===== config.mk =====
export PLATFORM = sky130hd
export DESIGN_NAME = rnt_table
export DESIGN_NICKNAME = d
export VERILOG_FILES = /design/src/rtl/rnt_pkg.sv /design/src/rtl/rnt_entry.sv /design/src/rtl/rnt_lookup.sv /design/src/rtl/rnt_table.sv
export SDC_FILE = /design/constraint.sdc
export NUM_CORES = 2
export LEC_CHECK = 0
export BUFFER_PORTS_ARGS = -buffer_cell sky130_fd_sc_hd__buf_2
export CORE_UTILIZATION = 60
export CTS_CLUSTER_DIAMETER = 40
export DETAILED_ROUTE_END_ITERATION = 10
export GPL_ROUTABILITY_DRIVEN = 1
export PLACE_DENSITY = 0.86
export SYNTH_ARGS = -nofsm -noshare
export SYNTH_HDL_FRONTEND = slang
export SYNTH_SLANG_ARGS = --single-unit

===== constraint.sdc =====
create_clock -name clk -period 4.7 [get_ports clk]
set_input_delay 0.47 -clock clk [delete_from_list [all_inputs] [get_ports clk]]
set_output_delay 0.47 -clock clk [all_outputs]
set_load 0.01 [all_outputs]

===== src/rtl/rnt_pkg.sv =====
package rnt_pkg;
    localparam int unsigned RNT_NREG   = 16;
    localparam int unsigned RNT_DATA_W = 32;
    localparam int unsigned RNT_TAG_W  = 4;

    typedef enum logic {
        ENT_CURRENT = 1'b0,
        ENT_WAITING = 1'b1
    } ent_state_e;
endpackage


===== src/rtl/rnt_entry.sv =====
module rnt_entry
    import rnt_pkg::*;
#(
    parameter int unsigned DATA_W = RNT_DATA_W,
    parameter int unsigned TAG_W  = RNT_TAG_W
) (
    input  logic              clk,
    input  logic              rst,
    input  logic              ren,
    input  logic [TAG_W-1:0]  new_tag,
    input  logic              res_valid,
    input  logic [TAG_W-1:0]  res_tag,
    input  logic [DATA_W-1:0] res_value,
    output ent_state_e        state,
    output logic [TAG_W-1:0]  qi,
    output logic [DATA_W-1:0] val
);
    ent_state_e        state_nx;
    logic [TAG_W-1:0]  qi_nx;
    logic [DATA_W-1:0] val_nx;
    logic              capture;

    always_ff @(posedge clk) begin
        if (rst) begin
            state <= ENT_CURRENT;
            qi    <= '0;
            val   <= '0;
        end else begin
            state <= state_nx;
            qi    <= qi_nx;
            val   <= val_nx;
        end
    end

    always_comb begin
        capture  = 1'b0;
        state_nx = state;
        qi_nx    = qi;
        val_nx   = val;
        unique case (state)
            ENT_CURRENT: begin
                if (ren) begin
                    state_nx = ENT_WAITING;
                    qi_nx    = new_tag;
                end
            end
            ENT_WAITING: begin
                capture = res_valid && (res_tag == qi);
                if (capture) begin
                    val_nx = res_value;
                end
                if (ren) begin
                    qi_nx = new_tag;
                end else if (capture) begin
                    state_nx = ENT_CURRENT;
                    qi_nx    = '0;
                end
            end
            default: begin
                state_nx = ENT_CURRENT;
            end
        endcase
    end

    p_rename_r2: assert property (@(posedge clk) disable iff (rst)
        ren |=> (state == ENT_WAITING) && (qi == $past(new_tag)));

    p_capture_r3: assert property (@(posedge clk) disable iff (rst)
        (state == ENT_WAITING && res_valid && res_tag == qi && !ren)
        |=> (state == ENT_CURRENT) && (val == $past(res_value)) && (qi == '0));

    p_stale_ignored_r4: assert property (@(posedge clk) disable iff (rst)
        (state == ENT_WAITING && !(res_valid && res_tag == qi) && !ren)
        |=> $stable(val) && $stable(qi) && (state == ENT_WAITING));

    p_current_holds_r4: assert property (@(posedge clk) disable iff (rst)
        (state == ENT_CURRENT && !ren) |=> $stable(val) && (state == ENT_CURRENT));

    p_collide_r7: assert property (@(posedge clk) disable iff (rst)
        (state == ENT_WAITING && res_valid && res_tag == qi && ren)
        |=> (state == ENT_WAITING) && (val == $past(res_value)) && (qi == $past(new_tag)));
endmodule


===== src/rtl/rnt_lookup.sv =====
module rnt_lookup
    import rnt_pkg::*;
#(
    parameter int unsigned NREG   = RNT_NREG,
    parameter int unsigned DATA_W = RNT_DATA_W,
    parameter int unsigned TAG_W  = RNT_TAG_W,
    localparam int unsigned IDX_W = $clog2(NREG)
) (
    input  logic              clk,
    input  logic              rst,
    input  logic [IDX_W-1:0]  sel,
    input  logic [NREG-1:0]   waiting,
    input  logic [TAG_W-1:0]  qi_arr  [NREG],
    input  logic [DATA_W-1:0] val_arr [NREG],
    input  logic              res_valid,
    input  logic [TAG_W-1:0]  res_tag,
    input  logic [DATA_W-1:0] res_value,
    output logic              ready,
    output logic [DATA_W-1:0] value,
    output logic [TAG_W-1:0]  tag
);
    always_comb begin
        if (!waiting[sel]) begin
            ready = 1'b1;
            value = val_arr[sel];
            tag   = '0;
        end else if (res_valid && (res_tag == qi_arr[sel])) begin
            ready = 1'b1;
            value = res_value;
            tag   = '0;
        end else begin
            ready = 1'b0;
            value = '0;
            tag   = qi_arr[sel];
        end
    end

    p_wait_tag_nonzero_r5: assert property (@(posedge clk) disable iff (rst)
        !ready |-> (tag != '0));
endmodule


===== src/rtl/rnt_table.sv =====
module rnt_table
    import rnt_pkg::*;
#(
    parameter int unsigned NREG   = RNT_NREG,
    parameter int unsigned DATA_W = RNT_DATA_W,
    parameter int unsigned TAG_W  = RNT_TAG_W,
    localparam int unsigned IDX_W = $clog2(NREG)
) (
    input  logic              clk,
    input  logic              rst,
    input  logic              iss_valid,
    input  logic [IDX_W-1:0]  iss_src_a,
    input  logic [IDX_W-1:0]  iss_src_b,
    input  logic              iss_dst_en,
    input  logic [IDX_W-1:0]  iss_dst,
    input  logic [TAG_W-1:0]  iss_tag,
    output logic              src_a_ready,
    output logic [DATA_W-1:0] src_a_value,
    output logic [TAG_W-1:0]  src_a_tag,
    output logic              src_b_ready,
    output logic [DATA_W-1:0] src_b_value,
    output logic [TAG_W-1:0]  src_b_tag,
    input  logic              res_valid,
    input  logic [TAG_W-1:0]  res_tag,
    input  logic [DATA_W-1:0] res_value
);
    logic              do_rename;
    logic [NREG-1:0]   waiting;
    logic [TAG_W-1:0]  qi_arr  [NREG];
    logic [DATA_W-1:0] val_arr [NREG];

    assign do_rename = iss_valid && iss_dst_en && (iss_tag != '0);

    for (genvar g = 0; g < NREG; g++) begin : g_ent
        ent_state_e st;
        logic       ren;
        assign ren = do_rename && (iss_dst == IDX_W'(g));
        rnt_entry #(.DATA_W(DATA_W), .TAG_W(TAG_W)) i_ent (
            .clk       (clk),
            .rst       (rst),
            .ren       (ren),
            .new_tag   (iss_tag),
            .res_valid (res_valid),
            .res_tag   (res_tag),
            .res_value (res_value),
            .state     (st),
            .qi        (qi_arr[g]),
            .val       (val_arr[g])
        );
        assign waiting[g] = (st == ENT_WAITING);
    end

    rnt_lookup #(.NREG(NREG), .DATA_W(DATA_W), .TAG_W(TAG_W)) i_look_a (
        .clk (clk), .rst (rst), .sel (iss_src_a), .waiting (waiting),
        .qi_arr (qi_arr), .val_arr (val_arr),
        .res_valid (res_valid), .res_tag (res_tag), .res_value (res_value),
        .ready (src_a_ready), .value (src_a_value), .tag (src_a_tag)
    );

    rnt_lookup #(.NREG(NREG), .DATA_W(DATA_W), .TAG_W(TAG_W)) i_look_b (
        .clk (clk), .rst (rst), .sel (iss_src_b), .waiting (waiting),
        .qi_arr (qi_arr), .val_arr (val_arr),
        .res_valid (res_valid), .res_tag (res_tag), .res_value (res_value),
        .ready (src_b_ready), .value (src_b_value), .tag (src_b_tag)
    );

    p_tag_zero_no_rename_r8: assert property (@(posedge clk) disable iff (rst)
        (iss_valid && iss_tag == '0 && !waiting[iss_dst]) |=> !waiting[$past(iss_dst)]);

    p_shared_capture_r10: assert property (@(posedge clk) disable iff (rst)
        (res_valid && !do_rename && $countones(waiting) != 0 &&
         waiting[iss_src_a] && waiting[iss_src_b] &&
         qi_arr[iss_src_a] == res_tag && qi_arr[iss_src_b] == res_tag)
        |=> !waiting[$past(iss_src_a)] && !waiting[$past(iss_src_b)]);
endmodule


==> metrics.md <==
| Metric | Value |
|---|---|
| Number of global-route vias before repair | `25686` |
| Syn_nets | `2987` |
| Maximum VDD drop | `0.000277 V` |
| Yosys cell types | `60` |
| Worst Path Max Fanout | `18` |
| Netlist Area Pre-Place | `32400 sq um` |
| First drt pass iteration count | `6` |
| #FFs+latches synth | `592` |
| Period utilization | `86.5%` |
| Routed Wire Length | `97300 um` |
| RSZ-0062 raised after global routing | `false` |
| Clock share of power | `51.3%` |
| Synth top cells by count | `613 x nor2_1, 592 x dfxtp_1, 558 x mux2i_1` |
| Post-route ant nets | `0` |
| Setup crit end kind | `output port` |
| Power Internal | `8.98 mW` |
| H-tree levels | `3` |
| Ports | `131` |
| Gates resized, CTS repair | `0` |
| Fin util | `67.7%` |
| EDFF count, synth | `0` |
| Filler cells | `3492` |
| Worst-path clk slew | `50 ps` |
| Die Ht | `235 um` |
| DP Wirelength | `55100 um` |
| Required @ worst endpoint | `4230 ps` |
| Share of the synthesized area in the top cell type | `36.5%` |
| Slew Limit Fails | `0` |
| Clock root buffer | `clkbuf_16` |
| Switching part of the total power | `25.2%` |
| Total core area | `53000 sq um` |
| Worst skew pair latency | `650 ps` |
| Cell count after synthesis | `2930` |
| DR iter-0 viols | `3290` |
| Hold Buf Count CTS | `0` |
| Pwr per Cell Area | `335 nW/um^2` |
| Max Clock Skew | `35.0 ps` |
| Syn. warnings | `0` |
| CTS tree | `done` |
| Global-route wire length before repair | `148000 um` |
| Critical Path Source Type | `register` |
| Cts bufs inserted | `79` |
| WP data arrival | `3590 ps` |
| Post-route DRC violation count | `0` |
| Die Wd | `235 um` |
| CP max stage cell | `o21ai_4` |
| Share of the yosys chip area belonging to registers | `36.5%` |
| Hold/Removal Path Class | `in -> reg` |
| Ys flop type | `dfxtp_1` |
| # clock sinks | `592` |
| WL per Instance | `26.9 um` |
| Initial antenna violation count | `3` |
| Synth area leaders | `dfxtp_1 37%, mux4_2 23%, mux2i_1 17%, nor2_1 7.1%, clkbuf_1 1.9%` |
| Bufs on Longest Clock Path | `3` |
| DR vias/cell | `6.96` |
| Setup Viol. Count Final | `0` |
| Row cnt | `84` |
| Slew margin rel. | `21.5%` |
| Leak | `16.6 nW` |
| Tot Pwr | `12.0 mW` |
| Overflow after GRT | `0` |
| Post-CTS setup buffers | `0` |
| Die area | `55000 sq um` |
| PortBufs | `130` |
| Setup TNS | `0 ps` |
| Final Hold Viols | `0` |
| P_sw | `3.02 mW` |
| Slew @ Worst Pin | `1180 ps` |
| Combinational share of power | `6.7%` |
| Routability Congestion | `0.957` |
| Largest area contributor in the netlist | `dfxtp_1` |
| Status | `completed` |
| Worst path cell trace | `mux2i_1, a22o_1, a2111oi_2, nor3_1, o21ai_4, buf_4, o31ai_1, buf_2` |
| Largest stage delay on the critical path | `650 ps` |
| Sequential Power Share | `42.0%` |
| Kind of critical path | `reg -> out` |
| Largest net degree at the start of global routing | `179` |
| CP Buf/Inv Count | `2` |
| Final Critical Period | `4060 ps` |
| Count leader, synth | `nor2_1` |
| Initial core utilization | `61.2%` |
| Delay-heaviest family, CP | `compound AO/OA/AOI/OAI gates` |
| Net count, final | `2926` |
| Fraction of registers with async set/reset | `0%` |
| FMAX | `246 MHz` |
| P&R area growth vs syn | `10.6%` |
| Share of layout cells above drive strength 1 | `24.1%` |
| DR vias | `25231` |
| GRT Total Usage | `35.6%` |
| Syn Area/Cell | `11.1 sq um` |
| Max-Cap Viols | `0` |
[area by class of cell]
cell class / instances / area [sq um] / share of cell area, %
Multi-Input combinational cell: 1994 / 19300 / 53.7
Sequential cell: 592 / 11900 / 33.0
Clock buffer: 100 / 2170 / 6.04
Timing Repair Buffer: 168 / 1050 / 2.92
Tap cell: 688 / 861 / 2.40
Clock inverter: 46 / 544 / 1.52
Inverter: 34 / 128 / 0.356
Antenna cell: 1 / 2.50 / 0.00697
[worst paths after layout]
| check | startpoint | end | slack, ps | depth (start not counted) |
|---|---|---|---|---|
| worst max register to register | g_ent[6].i_ent.qi[2] | g_ent[6].i_ent.val[20] | 2030 | 5 |
| worst min register to register | g_ent[10].i_ent.val[1] | g_ent[10].i_ent.val[1] | 510 | 2 |
| worst min-delay path | res_value[21] | g_ent[13].i_ent.val[21] | 300 | 3 |
| worst max-delay path | g_ent[1].i_ent.qi[3] | src_a_value[13] | 640 | 8 |
[flip-flops by register name (all words and copies together) (netlist names)]
signal,cells
g_ent.i_ent.qi,64
g_ent.i_ent.val,512
g_ent.i_ent.state,16
[metrics by stage]
stage	setup WS, ps	std cells	hold WS (ps)	cell area (sq um)
after global placement	944	3476	488	33200
final	635	3623	297	35900
after global routing	573	3623	315	35900
after floorplan	1830	2930	476	32400
after detailed placement	898	3476	504	33200
after CTS	755	3622	271	35900
[tightest hold or removal path: stages]
cell and delay [ps]:
buf_2 200, mux2i_1 160, nor2_1 50
[power groups by stage]
stage	sequential [mW]	clock, mW	combinational, mW
3_5_place_dp	5.15	0	0.781
3_3_place_gp	5.14	0	0.762
2_1_floorplan	5.14	0	0.577
4_1_cts	5.04	6.17	0.787
6_report	5.04	6.16	0.807
5_1_grt	5.03	6.38	0.837
[kinds of logic after synthesis]
logic type | count (synthesis) | share of synthesized area, %
compound gates | 211 | 5.67
xor+xnor | 67 | 1.83
buf+inv | 344 | 4.78
flops | 592 | 36.5
mux | 904 | 41.1
simple gates | 812 | 10.1
[layer usage]
metal / global-route usage (%) / routed length [um] / vias to the layer above
met5: 0 / 27 / -
met4: 23.4 / 5940 / 4
met3: 7.52 / 10300 / 409
met2: 56.9 / 46100 / 1681
met1: 43.6 / 34900 / 12550
li1: - / - / 10587
[cells in the final DEF, fill, tap and decap left out, drive strengths merged, types with 3 or more instances in the layout]
| cell | n |
|---|---|
| a22o | 6 |
| a21oi | 8 |
| nand3 | 18 |
| and2 | 21 |
| a22oi | 74 |
| inv | 48 |
| xor2 | 48 |
| a21boi | 12 |
| mux2i | 558 |
| o32ai | 31 |
| bufinv | 7 |
| xnor2 | 19 |
| nand2 | 100 |
| nor3 | 28 |
| a211oi | 3 |
| o21ai | 10 |
| buf | 166 |
| mux4 | 340 |
| nand2b | 3 |
| dfxtp | 592 |
| a31oi | 14 |
| clkbuf | 102 |
| a21bo | 3 |
| o21a | 5 |
| nor2b | 7 |
| o22ai | 3 |
| and3 | 5 |
| and4b | 3 |
| o31ai | 32 |
| nor2 | 613 |
| clkinvlp | 8 |
| clkinv | 17 |
| mux2 | 6 |
Power figures use the tool's default switching activity.
